===== config.mk =====
export PLATFORM = sky130hd
export DESIGN_NAME = uart_flowctl
export DESIGN_NICKNAME = d
export VERILOG_FILES = /design/src/rtl/fc_pkg.sv /design/src/rtl/fc_hyst.sv /design/src/rtl/fc_inband_rx.sv /design/src/rtl/fc_ins.sv /design/src/rtl/fc_txgate.sv /design/src/rtl/uart_flowctl.sv
export SDC_FILE = /design/constraint.sdc
export NUM_CORES = 1
export LEC_CHECK = 0
export ABC_AREA = 1
export BUFFER_PORTS_ARGS = -buffer_cell sky130_fd_sc_hd__buf_2
export CAP_MARGIN = 0
export CORE_ASPECT_RATIO = 1.5
export CORE_MARGIN = 3
export CORE_UTILIZATION = 39
export CTS_CLUSTER_DIAMETER = 80
export DETAILED_ROUTE_END_ITERATION = 8
export PLACE_DENSITY_LB_ADDON = 0.15
export SKIP_CTS_REPAIR_TIMING = 1
export SLEW_MARGIN = 10
export SYNTH_ARGS = -nofsm -noshare
export SYNTH_HDL_FRONTEND = slang
export SYNTH_SLANG_ARGS = --single-unit

===== constraint.sdc =====
create_clock -name clk -period 2.2 [get_ports clk]
set_input_delay 0.22 -clock clk [delete_from_list [all_inputs] [get_ports clk]]
set_output_delay 0.22 -clock clk [all_outputs]
set_load 0.02 [all_outputs]

===== src/rtl/fc_pkg.sv =====
package fc_pkg;
    localparam int CHAR_W = 8;
    typedef logic [CHAR_W-1:0] char_t;
endpackage


===== src/rtl/fc_hyst.sv =====
module fc_hyst #(
    parameter int LVL_W = 8
) (
    input  logic             clk,
    input  logic             rst_n,
    input  logic [LVL_W-1:0] level,
    input  logic [LVL_W-1:0] hi_thr,
    input  logic [LVL_W-1:0] lo_thr,
    output logic             throttle
);
    typedef struct packed {
        logic thr;
    } hyst_st_t;

    hyst_st_t st_d, st_q;

    always_comb begin
        st_d = st_q;
        if (level >= hi_thr)
            st_d.thr = 1'b1;
        else if (level < lo_thr)
            st_d.thr = 1'b0;
    end

    always_ff @(posedge clk or negedge rst_n) begin
        if (!rst_n) st_q <= '0;
        else        st_q <= st_d;
    end

    assign throttle = st_q.thr;

    assert_set_at_upper_R1: assert property (@(posedge clk) disable iff (!rst_n)
        (level >= hi_thr) |=> throttle);
    assert_hold_in_band_R1: assert property (@(posedge clk) disable iff (!rst_n)
        (throttle && level >= lo_thr) |=> throttle);
endmodule


===== src/rtl/fc_inband_rx.sv =====
module fc_inband_rx
    import fc_pkg::*;
(
    input  logic  clk,
    input  logic  rst_n,
    input  logic  inband_en,
    input  logic  xon_any,
    input  logic  special_en,
    input  char_t xon_char,
    input  char_t xoff_char,
    input  char_t xoff2_char,
    input  logic  rx_strobe,
    input  char_t rx_data,
    input  logic  isr_read,
    output logic  stopped,
    output logic  irq
);
    typedef struct packed {
        logic stop;
        logic irq;
    } rx_st_t;

    rx_st_t st_d, st_q;
    logic   hit_xoff, hit_xon, hit_any, hit_special;

    always_comb begin
        hit_xoff    = rx_strobe && inband_en && (rx_data == xoff_char);
        hit_xon     = rx_strobe && inband_en && (rx_data == xon_char);
        hit_any     = rx_strobe && inband_en && xon_any;
        hit_special = rx_strobe && special_en && (rx_data == xoff2_char);

        st_d = st_q;
        if (!inband_en)
            st_d.stop = 1'b0;
        else if (hit_xoff)
            st_d.stop = 1'b1;
        else if (hit_xon || hit_any)
            st_d.stop = 1'b0;

        if (isr_read)
            st_d.irq = 1'b0;
        if (hit_xoff || hit_special)
            st_d.irq = 1'b1;
    end

    always_ff @(posedge clk or negedge rst_n) begin
        if (!rst_n) st_q <= '0;
        else        st_q <= st_d;
    end

    assign stopped = st_q.stop;
    assign irq     = st_q.irq;

    assert_xoff_stops_R5: assert property (@(posedge clk) disable iff (!rst_n)
        (rx_strobe && inband_en && rx_data == xoff_char) |=> stopped);
    assert_xon_any_R6: assert property (@(posedge clk) disable iff (!rst_n)
        (rx_strobe && inband_en && xon_any && rx_data != xoff_char) |=> !stopped);
    assert_irq_clear_R7: assert property (@(posedge clk) disable iff (!rst_n)
        (isr_read && !rx_strobe) |=> !irq);
    assert_irq_source_R7: assert property (@(posedge clk) disable iff (!rst_n)
        (!irq && !rx_strobe) |=> !irq);
endmodule


===== src/rtl/fc_ins.sv =====
module fc_ins
    import fc_pkg::*;
(
    input  logic  clk,
    input  logic  rst_n,
    input  logic  inband_tx_en,
    input  logic  throttle,
    input  char_t xon_char,
    input  char_t xoff_char,
    input  logic  tx_boundary,
    input  logic  oob_ok,
    output logic  ins_pend,
    output logic  ins_fire,
    output char_t ins_char
);
    typedef struct packed {
        logic  prev;
        logic  pend;
        char_t chr;
    } ins_st_t;

    ins_st_t st_d, st_q;
    logic    fire;

    always_comb begin
        fire = st_q.pend && tx_boundary && oob_ok;
        st_d = st_q;
        st_d.prev = throttle;
        if (fire)
            st_d.pend = 1'b0;
        if (inband_tx_en && (throttle != st_q.prev)) begin
            st_d.pend = 1'b1;
            st_d.chr  = throttle ? xoff_char : xon_char;
        end
    end

    always_ff @(posedge clk or negedge rst_n) begin
        if (!rst_n) st_q <= '0;
        else        st_q <= st_d;
    end

    assign ins_pend = st_q.pend;
    assign ins_fire = fire;
    assign ins_char = st_q.chr;

    assert_queue_holds_R8: assert property (@(posedge clk) disable iff (!rst_n)
        (ins_pend && !tx_boundary) |=> ins_pend);
    assert_fire_at_boundary_R8: assert property (@(posedge clk) disable iff (!rst_n)
        ins_fire |-> (tx_boundary && ins_pend));
endmodule


===== src/rtl/fc_txgate.sv =====
module fc_txgate (
    input  logic clk,
    input  logic rst_n,
    input  logic auto_cts,
    input  logic auto_dsr,
    input  logic cts_n,
    input  logic dsr_n,
    input  logic stopped,
    input  logic ins_pend,
    input  logic ins_fire,
    input  logic tx_boundary,
    input  logic tx_data_avail,
    input  logic tx_empty,
    input  logic sout_idle,
    output logic oob_ok,
    output logic tx_start,
    output logic drv_en
);
    typedef struct packed {
        logic drv;
    } gate_st_t;

    gate_st_t st_d, st_q;

    always_comb begin
        oob_ok   = (!auto_cts || !cts_n) && (!auto_dsr || !dsr_n);
        tx_start = tx_boundary && tx_data_avail && oob_ok && !stopped && !ins_pend;
        st_d = st_q;
        if (tx_start || ins_fire)
            st_d.drv = 1'b1;
        else if (tx_empty && sout_idle)
            st_d.drv = 1'b0;
    end

    always_ff @(posedge clk or negedge rst_n) begin
        if (!rst_n) st_q <= '0;
        else        st_q <= st_d;
    end

    assign drv_en = st_q.drv;

    assert_cts_block_R4: assert property (@(posedge clk) disable iff (!rst_n)
        (auto_cts && cts_n) |-> !tx_start);
    assert_data_yields_R8: assert property (@(posedge clk) disable iff (!rst_n)
        ins_pend |-> !tx_start);
    assert_driver_hold_R9: assert property (@(posedge clk) disable iff (!rst_n)
        (drv_en && !(tx_empty && sout_idle)) |=> drv_en);
endmodule


===== src/rtl/uart_flowctl.sv =====
module uart_flowctl
    import fc_pkg::*;
#(
    parameter int LVL_W = 8
) (
    input  logic             clk,
    input  logic             rst_n,
    input  logic             cfg_auto_rts,
    input  logic             cfg_auto_dtr,
    input  logic             cfg_auto_cts,
    input  logic             cfg_auto_dsr,
    input  logic             cfg_inband_rx,
    input  logic             cfg_inband_tx,
    input  logic             cfg_xon_any,
    input  logic             cfg_special_en,
    input  logic             cfg_rs485,
    input  logic             cfg_loopback,
    input  logic [7:0]       cfg_xon_char,
    input  logic [7:0]       cfg_xoff_char,
    input  logic [7:0]       cfg_xoff2_char,
    input  logic [LVL_W-1:0] cfg_hi_thr,
    input  logic [LVL_W-1:0] cfg_lo_thr,
    input  logic             mcr_rts,
    input  logic             mcr_dtr,
    input  logic [LVL_W-1:0] rx_level,
    input  logic             rx_strobe,
    input  logic [7:0]       rx_data,
    input  logic             isr_read,
    input  logic             cts_n,
    input  logic             dsr_n,
    input  logic             tx_boundary,
    input  logic             tx_data_avail,
    input  logic             tx_empty,
    input  logic             sout_idle,
    output logic             rts_n,
    output logic             dtr_n,
    output logic             tx_start_data,
    output logic             tx_ins_valid,
    output logic [7:0]       tx_ins_char,
    output logic             irq_special,
    output logic             rx_held_off
);
    logic  throttle, stopped, ins_pend, ins_fire, oob_ok, drv_en;
    logic  rts_core, dtr_core;
    char_t ins_char;

    fc_hyst #(.LVL_W(LVL_W)) u_hyst (
        .clk(clk), .rst_n(rst_n), .level(rx_level),
        .hi_thr(cfg_hi_thr), .lo_thr(cfg_lo_thr), .throttle(throttle)
    );

    fc_inband_rx u_inrx (
        .clk(clk), .rst_n(rst_n), .inband_en(cfg_inband_rx), .xon_any(cfg_xon_any),
        .special_en(cfg_special_en), .xon_char(cfg_xon_char), .xoff_char(cfg_xoff_char),
        .xoff2_char(cfg_xoff2_char), .rx_strobe(rx_strobe), .rx_data(rx_data),
        .isr_read(isr_read), .stopped(stopped), .irq(irq_special)
    );

    fc_ins u_ins (
        .clk(clk), .rst_n(rst_n), .inband_tx_en(cfg_inband_tx), .throttle(throttle),
        .xon_char(cfg_xon_char), .xoff_char(cfg_xoff_char), .tx_boundary(tx_boundary),
        .oob_ok(oob_ok), .ins_pend(ins_pend), .ins_fire(ins_fire), .ins_char(ins_char)
    );

    fc_txgate u_gate (
        .clk(clk), .rst_n(rst_n), .auto_cts(cfg_auto_cts), .auto_dsr(cfg_auto_dsr),
        .cts_n(cts_n), .dsr_n(dsr_n), .stopped(stopped), .ins_pend(ins_pend),
        .ins_fire(ins_fire), .tx_boundary(tx_boundary), .tx_data_avail(tx_data_avail),
        .tx_empty(tx_empty), .sout_idle(sout_idle), .oob_ok(oob_ok),
        .tx_start(tx_start_data), .drv_en(drv_en)
    );

    always_comb begin
        rts_core = cfg_auto_rts ? throttle : !mcr_rts;
        if (cfg_rs485)
            dtr_core = !drv_en;
        else
            dtr_core = cfg_auto_dtr ? throttle : !mcr_dtr;
        rts_n       = cfg_loopback ? 1'b1 : rts_core;
        dtr_n       = cfg_loopback ? 1'b1 : dtr_core;
        rx_held_off = cfg_loopback ? throttle : rts_core;
    end

    assign tx_ins_valid = ins_fire;
    assign tx_ins_char  = ins_char;

    assert_loop_pins_R10: assert property (@(posedge clk) disable iff (!rst_n)
        cfg_loopback |-> (rts_n && dtr_n));
    assert_one_char_R8: assert property (@(posedge clk) disable iff (!rst_n)
        $countones({tx_start_data, tx_ins_valid}) <= 1);
endmodule


==> flow_metrics.tcl, run 1 <==
set metrics [dict create \
    worstPathRequired_ns 1.98 \
    cell_class_contributing_the_biggest_share_of_worst_path_delay "flip-flops" \
    seq_area_frac_synth_pct 24.16 \
    static-leakage-power_uw 0.001144 \
    critPathLaunchType "register" \
    path_buf_inv 2 \
    timing.critical_path.fanout_max 15 \
    setup_tns_ns 0 \
    clk_path_buf_depth 2 \
    path_clk_slew_ns 0.05 \
    totalWireLength_um 3617 \
    areaGrowthSynthToFinish_pct 33.30 \
    dr.pass1.iters 4 \
    timing.hold.worst_endpoint "u_inrx.irq" \
    cpMaxStageDelayCell "sky130_fd_sc_hd__dfrtp_1" \
    clock-root-buffer "sky130_fd_sc_hd__clkbuf_8" \
    place_hpwl_um 3379 \
    vias_per_cell 4.606 \
    crit-reg2reg-launch "u_hyst.throttle" \
    cts.sink_count 14 \
    largest_net_degree_at_the_start_of_global_routing 17 \
    start_util_pct 41.66 \
    layout-drive-gt1-share_pct 31.37 \
    fp-row-count 26 \
    place_congestion 0.9291 \
    htreeDepth 1 \
    worst_path_largest_cell_delay_ns 0.60 \
    whs_path_depth 4 \
    first_global_vias 1520 \
    dr_total_vias 1603 \
    sequence_of_cells_on_the_critical_path "clkinv_1 > a21oi_1 > buf_2" \
    post_drt_wl_per_cell_um 10.39 \
    rsz_0062_raised_after_global_routing "no" \
    achievable-frequency_ghz 0.5618 \
    worst_skew_pair.late_latency_ns 0.24 \
    number_of_cts_inserted_buffers 3 \
    worstRegToRegCells 5 \
    drv_cap 0 \
    postSynthCellCount 221 \
    finClkSkew_ns 0.001356 \
    tritoncts_clock_tree "yes" \
    placement.io_buffers 91 \
    postSynthAreaPerCell_um2 6.562 \
    min_period_ns 1.780 \
    post_synth_num_cell_types 24 \
    timing.critical_path.from "u_hyst.throttle" \
    source_of_the_worst_hold_timing_path "isr_read" \
    synthesis.area_mm2 0.001450 \
    pin_slew_with_the_least_headroom_to_its_limit_ns 0.4308 \
    grt_pass1_wl_um 6030 \
    placeableCoreArea_mm2 0.003481 \
    finalWorstSetupSlack_ns 0.4199 \
    fin_hold_ws_ns 0.2347 \
    run_status "finished clean" \
    die_h_um 80.68 \
    drc_marker_count_from_the_first_detailed_route_iteration 26 \
    report.final.slew_viol_count 0 \
    num-nets-final 401 \
    p_per_area_mw_per_mm2 560.2 \
    design.die.area_mm2 0.004501 \
    boundaryPins 92 \
    final_min_period_over_clock_period_pct 80.92 \
    antenna_viol_nets_final 0 \
    fp.dieW_um 55.79 \
    number_of_antenna_violations_at_the_first_check_in_global_routing 0 \
    ir_worst_vdd_mv 0.3607 \
    postLayoutCellArea_mm2 0.001933 \
    worstPathArrival_ns 1.56 \
    place_ws_ns 0.6520 \
    route.detailed.drc 0 \
    reg_to_reg_slack_setup_ns 0.85 \
    mappedNetlistNets 314 \
    worst_slew_margin_rel_pct 71.28 \
    globalRoute.totalOverflow 0 \
    setup_viol 0 \
    criticalPathCategory "register to output port" \
    combined_global_route_utilization_of_all_metal_layers_pct 16.73 \
    final_hold_vios 0 \
    utilization_of_the_core_after_routing_pct 55.54 \
    critical_path_end_type "output port" \
    postSynthRegisterBits 14 \
    insertedDiodeCount 0 \
    dpl-instance-area_mm2 0.001882 \
    synth-warning-count 0 \
    hold_class "primary input to register" \
    regToRegEndpoint "u_ins.ins_char[6]" \
]
-- cells in the final DEF, fill, tap and decap left out --
| cell | Yosys | layout |
|---|---|---|
| sky130_fd_sc_hd__nand3_1 | 5 | 5 |
| sky130_fd_sc_hd__dfrtp_1 | 14 | 14 |
| sky130_fd_sc_hd__clkbuf_8 | 0 | 3 |
| sky130_fd_sc_hd__a211oi_1 | 1 | 1 |
| sky130_fd_sc_hd__clkinv_1 | 1 | 1 |
| sky130_fd_sc_hd__dlygate4sd3_1 | 0 | 1 |
| sky130_fd_sc_hd__or2_1 | 2 | 2 |
| sky130_fd_sc_hd__nor3_1 | 4 | 4 |
| sky130_fd_sc_hd__a21oi_1 | 10 | 10 |
| sky130_fd_sc_hd__xor2_1 | 1 | 1 |
| sky130_fd_sc_hd__ha_1 | 15 | 15 |
| sky130_fd_sc_hd__o21ai_1 | 1 | 1 |
| sky130_fd_sc_hd__o21ai_0 | 5 | 5 |
| sky130_fd_sc_hd__xnor2_1 | 12 | 12 |
| sky130_fd_sc_hd__nor2_1 | 22 | 22 |
| sky130_fd_sc_hd__or3_1 | 1 | 1 |
| sky130_fd_sc_hd__o22ai_1 | 2 | 2 |
| sky130_fd_sc_hd__nand4_1 | 4 | 4 |
| sky130_fd_sc_hd__buf_2 | 1 | 91 |
| sky130_fd_sc_hd__nand2_1 | 67 | 67 |
| sky130_fd_sc_hd__nor2_2 | 1 | 1 |
| sky130_fd_sc_hd__nor2_4 | 1 | 1 |
| sky130_fd_sc_hd__a31oi_1 | 8 | 8 |
| sky130_fd_sc_hd__inv_1 | 34 | 34 |
-- sequential cells by signal, summed over array words and instances (netlist names) --
| name | flops |
|---|---|
| u_ins.ins_char | 8 |
| u_hyst.throttle | 1 |
| u_inrx.irq | 1 |
| u_ins.st_q | 1 |
| u_ins.ins_pend | 1 |
| u_inrx.stopped | 1 |
| u_gate.drv_en | 1 |
-- tightest hold or removal path: cells and delay by family --
| kind | cells | cell delay [ns] |
|---|---|---|
| buf+inv | 2 | 0.10 |
| simple gates | 2 | 0.11 |
-- cell type report --
class | instances | area (um2)
clock buffer | 3 | 41.29
timing repair buffer | 92 | 465.4
multi-input combinational | 162 | 892.1
inverter | 35 | 131.4
sequential | 14 | 350.3
fill | 376 | 1548
tap | 42 | 52.55
-- where the power goes --
part / switching (uW) / total [uW] / internal [uW]
Clock: 78.6 / 199 / 121
Sequential: 44.0 / 379 / 335
Combinational: 294 / 505 / 211
Total: 417 / 1080 / 666
-- worst max path at each step --
stage	slack [ns]	to	cells after the start
4_1_cts	0.38	rx_held_off	3
6_report	0.42	rx_held_off	3
3_3_place_gp	0.69	rx_held_off	3
3_5_place_dp	0.65	rx_held_off	3
5_1_grt	0.21	rx_held_off	3
2_1_floorplan	0.83	dtr_n	3
-- cells in the mapped netlist --
master	instances	area, um2
sky130_fd_sc_hd__nand3_1	5	25.02
sky130_fd_sc_hd__clkinv_1	1	3.750
sky130_fd_sc_hd__inv_1	34	127.6
sky130_fd_sc_hd__dfrtp_1	14	350.3
sky130_fd_sc_hd__buf_2	1	5.000
sky130_fd_sc_hd__nor3_1	4	20.02
sky130_fd_sc_hd__nand2_1	67	251.5
sky130_fd_sc_hd__nor2_1	22	82.58
sky130_fd_sc_hd__xor2_1	1	8.760
sky130_fd_sc_hd__or3_1	1	6.260
sky130_fd_sc_hd__ha_1	15	187.7
sky130_fd_sc_hd__xnor2_1	12	105.1
sky130_fd_sc_hd__buf_4	8	60.06
sky130_fd_sc_hd__a21oi_1	10	50.05
sky130_fd_sc_hd__nor2_4	1	11.26
sky130_fd_sc_hd__a211oi_1	1	7.510
sky130_fd_sc_hd__or2_1	2	12.51
sky130_fd_sc_hd__o21ai_0	5	25.02
sky130_fd_sc_hd__nor2_2	1	6.260
sky130_fd_sc_hd__nand4_1	4	25.02
sky130_fd_sc_hd__o21ai_1	1	5.000
sky130_fd_sc_hd__buf_6	1	11.26
sky130_fd_sc_hd__a31oi_1	8	50.05
sky130_fd_sc_hd__o22ai_1	2	12.51
-- kinds of logic after synthesis --
kind of cell	after synthesis	share of synthesized area (%)
AND/OR/NAND/NOR	107	30.37
XOR/XNOR	13	7.852
buffers and inverters	45	14.32
AO/OA/AOI/OAI	27	10.35
adder cells (fa/ha/maj)	15	12.94
flip-flops	14	24.16
-- stage by stage --
step / cells / power (uW)
detailed placement: 344 / 895.9
global placement: 344 / 889.3
CTS: 347 / 1097
global route: 348 / 1178
finish: 348 / 1083
floorplan: 221 / 785.1
-- per-layer routing --
| layer | track usage (%) | routed length, um | share of wire [%] | vias up |
|---|---|---|---|---|
| li1 | - | - | - | 864 |
| met1 | 17.01 | 1321 | 37 | 674 |
| met2 | 31.87 | 1958 | 54 | 59 |
| met3 | 3.859 | 279 | 7.7 | 6 |
| met4 | 7.543 | 57 | 1.6 | 0 |
| met5 | 0 | 0 | 0 | - |
No activity file was read; power rests on OpenSTA's default activity.
==> inputs of run 2 (changes only) <==
==> constraint.sdc (replaced) <==
create_clock -name clk -period 1.9 [get_ports clk]
set_input_delay 0.19 -clock clk [delete_from_list [all_inputs] [get_ports clk]]
set_output_delay 0.19 -clock clk [all_outputs]
set_load 0.02 [all_outputs]
==> run 2 against run 1 <==
  * First-iteration DRC count is 3.8% lower
  * Die area stayed put
  * Sequential share of layout area decreased by 0.20 points
  * Non-clock buffer count up 1
  * Critical path depth is 2 higher
  * Critical endpoint unchanged
  * Clock skew about the same
  * Largest power group unchanged
  * Register-to-register slack worse by 0.36 ns
  * Wire length rose by 7.8%
==> flow_metrics.tcl, run 2 (synthesis results as in run 1) <==
set metrics [dict create \
    net-switching-power_uw 507.3 \
    tritoncts_clock_tree "yes" \
    number_of_antenna_violations_at_the_first_check_in_global_routing 0 \
    clk_path_buf_depth 2 \
    dr.pass1.iters 4 \
    p_int_uw 820.1 \
    layout-drive-gt1-share_pct 31.82 \
    die_h_um 80.68 \
    worstPathRequired_ns 1.71 \
    cts.sink_count 14 \
    setup_tns_ns 0 \
    combined_global_route_utilization_of_all_metal_layers_pct 17.30 \
    post_drt_wl_per_cell_um 11.14 \
    rsz_0062_raised_after_global_routing "no" \
    met1Wirelength_um 1456 \
    fp-row-count 26 \
    final_min_period_over_clock_period_pct 85.41 \
    drc_marker_count_from_the_first_detailed_route_iteration 25 \
    worst_skew_pair.late_latency_ns 0.24 \
    achievable-frequency_ghz 0.6162 \
    route.detailed.drc 0 \
    timing.critical_path.fanout_max 15 \
    placement.io_buffers 91 \
    clock-root-buffer "sky130_fd_sc_hd__clkbuf_8" \
    numPlacedInstances 345 \
    largest_net_degree_at_the_start_of_global_routing 17 \
    grt_pass1_wl_um 6210 \
    pin_slew_with_the_least_headroom_to_its_limit_ns 0.5016 \
    report.final.slew_viol_count 0 \
    setup_viol 0 \
    critPathLaunchType "register" \
    num-nets-final 402 \
    drv_cap 0 \
    final_common_cell "sky130_fd_sc_hd__buf_2" \
    p_comb_share_pct 44.8 \
    min_period_ns 1.623 \
    number_of_cts_inserted_buffers 3 \
    critical_path_end_type "output port" \
    run_status "finished clean" \
    htreeDepth 1 \
    mostFrequentLayoutCells "91 x sky130_fd_sc_hd__buf_2, 67 x sky130_fd_sc_hd__nand2_1, 34 x sky130_fd_sc_hd__inv_1" \
    route.met3.wl_um 262 \
    totalWireLength_um 3899 \
    final_hold_vios 0 \
    ir_worst_vdd_mv 0.5643 \
    first_global_vias 1546 \
    start_util_pct 41.66 \
    path_clk_slew_ns 0.06 \
    static-leakage-power_uw 0.001156 \
    vias_per_cell 4.591 \
    areaGrowthSynthToFinish_pct 34.77 \
    topRoutingLayerUsed "met3" \
    globalRoute.totalOverflow 0 \
    p_per_area_mw_per_mm2 679.2 \
    criticalPathCategory "register to output port" \
    place_congestion 0.9332 \
    dr_total_vias 1607 \
    met2WireLength_um 2181 \
    boundaryPins 92 \
    layoutNonFillerInstCount 350 \
    worstPathArrival_ns 1.43 \
    design.die.area_mm2 0.004501 \
    fp.dieW_um 55.79 \
    placeableCoreArea_mm2 0.003481 \
    pwr-share-seq_pct 33.2 \
    power.share.switching_pct 38.22 \
    worst_slew_margin_rel_pct 66.56 \
    place_hpwl_um 3484 \
    antenna_viol_nets_final 0 \
    finClkSkew_ns 0.001014 \
    share_clk_of_total_power_pct 22.0 \
    largest_register_ff_count 8 \
    insertedDiodeCount 0 \
    hold_class "primary input to register" \
]
[run 2: area by class of cell]
cell class / count / area, um2
clock buffers: 4 / 55.05
well taps: 42 / 52.55
repair buffers: 93 / 473.0
fillers: 387 / 1526
flip-flops and latches: 14 / 350.3
inverters: 35 / 131.4
multi-input cells: 162 / 892.1
[run 2: power by group through the flow]
stage	logic [uW]	clock network (uW)	registers [uW]
after floorplan	479	0	430
after global placement	592	0	443
after detailed placement	599	0	448
after CTS	602	302	444
after global routing	665	313	459
final	595	292	440
[run 2: final timing paths]
kind | slack, ns | cells after the start | start | to
max in group asynchronous | 1.28 | 2 | rst_n | u_hyst.throttle
max reg2reg | 0.49 | 4 | u_hyst.throttle | u_ins.ins_char[2]
max | 0.28 | 5 | u_hyst.throttle | rx_held_off
min | 0.21 | 4 | isr_read | u_inrx.irq
min reg2reg | 0.50 | 2 | u_inrx.irq | u_inrx.irq
min in group asynchronous | 0.37 | 2 | rst_n | u_gate.drv_en
[run 2: per-layer routing]
layer / up-vias / global-route usage (%)
met5: - / 0
met1: 687 / 17.60
met4: 0 / 5.839
met2: 55 / 34.00
met3: 0 / 3.859
li1: 865 / -
[run 2: critical path, stage by stage (launching register included)]
cell and delay, ns:
sky130_fd_sc_hd__dfrtp_1 0.65, sky130_fd_sc_hd__nand2_1 0.08, sky130_fd_sc_hd__o21ai_0 0.09, sky130_fd_sc_hd__nor2_1 0.07, sky130_fd_sc_hd__a21oi_1 0.11, sky130_fd_sc_hd__buf_2 0.18
[run 2: through the flow]
step                setup slack, ns  utilization [%]  instance area (um2)  total power [uW]  hold slack, ns
floorplan                    0.5600                -                 1450             909.1         -0.1056
global placement             0.5119            54.28                 1889              1035          0.1039
detailed placement           0.4904            54.28                 1889              1047          0.1144
CTS                          0.2731            55.86                 1944              1347         -0.1557
global route                 0.1695            56.15                 1954              1437          0.2225
finish                       0.2773            56.15                 1954              1327          0.2066
==> inputs of run 3 (changes only) <==
--- a/config.mk
+++ b/config.mk
@@ -6,16 +6,15 @@
 export NUM_CORES = 1
 export LEC_CHECK = 0
 export ABC_AREA = 1
-export BUFFER_PORTS_ARGS = -buffer_cell sky130_fd_sc_hd__buf_2
 export CAP_MARGIN = 0
 export CORE_ASPECT_RATIO = 1.5
 export CORE_MARGIN = 3
 export CORE_UTILIZATION = 39
 export CTS_CLUSTER_DIAMETER = 80
 export DETAILED_ROUTE_END_ITERATION = 8
+export DONT_BUFFER_PORTS = 1
 export PLACE_DENSITY_LB_ADDON = 0.15
 export SKIP_CTS_REPAIR_TIMING = 1
-export SLEW_MARGIN = 10
 export SYNTH_ARGS = -nofsm -noshare
 export SYNTH_HDL_FRONTEND = slang
 export SYNTH_SLANG_ARGS = --single-unit
==> run 3 against run 2 <==
  * Final cell count is 25% lower
  * Flip-flop and latch count unchanged
  * Sequential power increased by 23%
  * Design area fell by 22%
  * Global-route usage is 1.4 points lower
  * Fmax is 4.0% higher
  * Die area is the same
  * Utilization decreased by 12 points
  * Via count decreased by 18%
  * Worst setup slack gained 0.062 ns
==> flow_metrics.tcl, run 3 (synthesis results as in run 1) <==
set metrics [dict create \
    pin_slew_with_the_least_headroom_to_its_limit_ns 0.6162 \
    die_h_um 80.68 \
    number_of_cts_inserted_buffers 3 \
    worstPathRequired_ns 1.71 \
    globalRoute.totalOverflow 0 \
    path_clk_slew_ns 0.06 \
    setup_viol 0 \
    layout-drive-gt1-share_pct 4.545 \
    final_min_period_over_clock_period_pct 82.16 \
    placement.io_buffers 0 \
    dr.pass1.iters 4 \
    worst_skew_pair.late_latency_ns 0.24 \
    placeableCoreArea_mm2 0.003481 \
    post_drt_wl_per_cell_um 13.23 \
    start_util_pct 41.66 \
    criticalPathCategory "register to output port" \
    rsz_0062_raised_after_global_routing "no" \
    route.detailed.drc 0 \
    areaGrowthSynthToFinish_pct 4.918 \
    insertedDiodeCount 0 \
    drc_marker_count_from_the_first_detailed_route_iteration 12 \
    largest_net_degree_at_the_start_of_global_routing 17 \
    ir_worst_vdd_mv 0.4017 \
    critical_path_end_type "output port" \
    final_hold_vios 0 \
    design.die.area_mm2 0.004501 \
    sequential_cell_area_um2 350.3 \
    mostFrequentLayoutCells "67 x sky130_fd_sc_hd__nand2_1, 34 x sky130_fd_sc_hd__inv_1, 22 x sky130_fd_sc_hd__nor2_1" \
    achievable-frequency_ghz 0.6406 \
    place_congestion 0.8152 \
    run_status "finished clean" \
    totalWireLength_um 3467 \
    min_period_ns 1.561 \
    static-leakage-power_uw 0.0008124 \
    finalWorstSetupSlack_ns 0.3390 \
    vias_per_cell 5.019 \
    setup_tns_ns 0 \
    first_global_vias 1360 \
    combined_global_route_utilization_of_all_metal_layers_pct 15.95 \
    p_per_area_mw_per_mm2 762.8 \
    worstRegToRegCells 5 \
    grt_pass1_wl_um 5727 \
    worstPathArrival_ns 1.37 \
    final_common_cell "sky130_fd_sc_hd__nand2_1" \
    antenna_viol_nets_final 0 \
    timing.critical_path.fanout_max 15 \
    crit-reg2reg-launch "u_hyst.throttle" \
    multi_input_area_um2 892.1 \
    place_hpwl_um 3201 \
    place_ws_ns 0.5221 \
    report.final.slew_viol_count 0 \
    number_of_antenna_violations_at_the_first_check_in_global_routing 0 \
    finClkSkew_ns 0.005304 \
    drv_cap 0 \
    clk_path_buf_depth 2 \
    timing.hold.worst_endpoint "u_ins.ins_char[6]" \
    num-nets-final 314 \
    layout.filler_cells 378 \
    largest_register_ff_count 8 \
    cts.sink_count 14 \
    tritoncts_clock_tree "yes" \
    regToRegEndpoint "u_ins.ins_char[4]" \
    dr_total_vias 1315 \
    reg_to_reg_slack_setup_ns 0.53 \
    fp.dieW_um 55.79 \
    boundaryPins 92 \
    worst_slew_margin_rel_pct 58.79 \
    whs_path_depth 2 \
    critPathLaunchType "register" \
    source_of_the_worst_hold_timing_path "cfg_xon_char[6]" \
    htreeDepth 1 \
    hold_class "primary input to register" \
    fp-row-count 26 \
    clock-root-buffer "sky130_fd_sc_hd__clkbuf_8" \
]
-- run 3: routing by layer --
metal | vias up | GRT usage, % | wire length (um)
met3 | 6 | 6.270 | 352
met5 | - | 0 | 0
met2 | 55 | 29.62 | 1825
li1 | 689 | - | -
met4 | 0 | 5.839 | 61
met1 | 565 | 15.81 | 1228
-- run 3: power breakdown --
part           internal [uW]  total, uW  switching, uW
registers                388        543            155
clock network            183        283            100
logic                    150        334            184
-- run 3: critical path, cell delays in order (launching register included) --
cell and delay, ns:
sky130_fd_sc_hd__dfrtp_1 0.63, sky130_fd_sc_hd__nand2_1 0.09, sky130_fd_sc_hd__o21ai_0 0.09, sky130_fd_sc_hd__nor2_1 0.07
sky130_fd_sc_hd__a21oi_1 0.11, sky130_fd_sc_hd__buf_4 0.15
-- run 3: final cells by class --
class                           count  area share [%]
Multi-Input combinational cell    162           58.63
Sequential cell                    14           23.03
Timing Repair Buffer                5           2.632
Clock buffer                        4           3.618
Inverter                           35           8.635
Tap cell                           42           3.454
-- run 3: worst max path at each step --
stage                    start                end  slack, ns  cells after the start
3_3_place_gp   u_hyst.throttle  u_ins.ins_char[0]       0.59                      4
4_1_cts        u_hyst.throttle        rx_held_off       0.31                      5
3_5_place_dp   u_hyst.throttle  u_ins.ins_char[4]       0.52                      4
6_report       u_hyst.throttle        rx_held_off       0.34                      5
5_1_grt        u_hyst.throttle        rx_held_off       0.19                      5
2_1_floorplan  u_hyst.throttle              dtr_n       0.56                      3
-- run 3: through the flow --
step | power (uW) | utilization, % | hold WS, ns | cell area [um2] | std cells
detailed placement | 887.1 | 41.84 | -0.1052 | 1456 | 257
global placement | 876.4 | 41.84 | -0.1052 | 1456 | 257
global route | 1263 | 43.71 | 0.09718 | 1521 | 262
floorplan | 909.1 | - | -0.1056 | 1450 | 221
finish | 1161 | 43.71 | 0.09870 | 1521 | 262
CTS | 1173 | 43.42 | -0.3654 | 1511 | 261
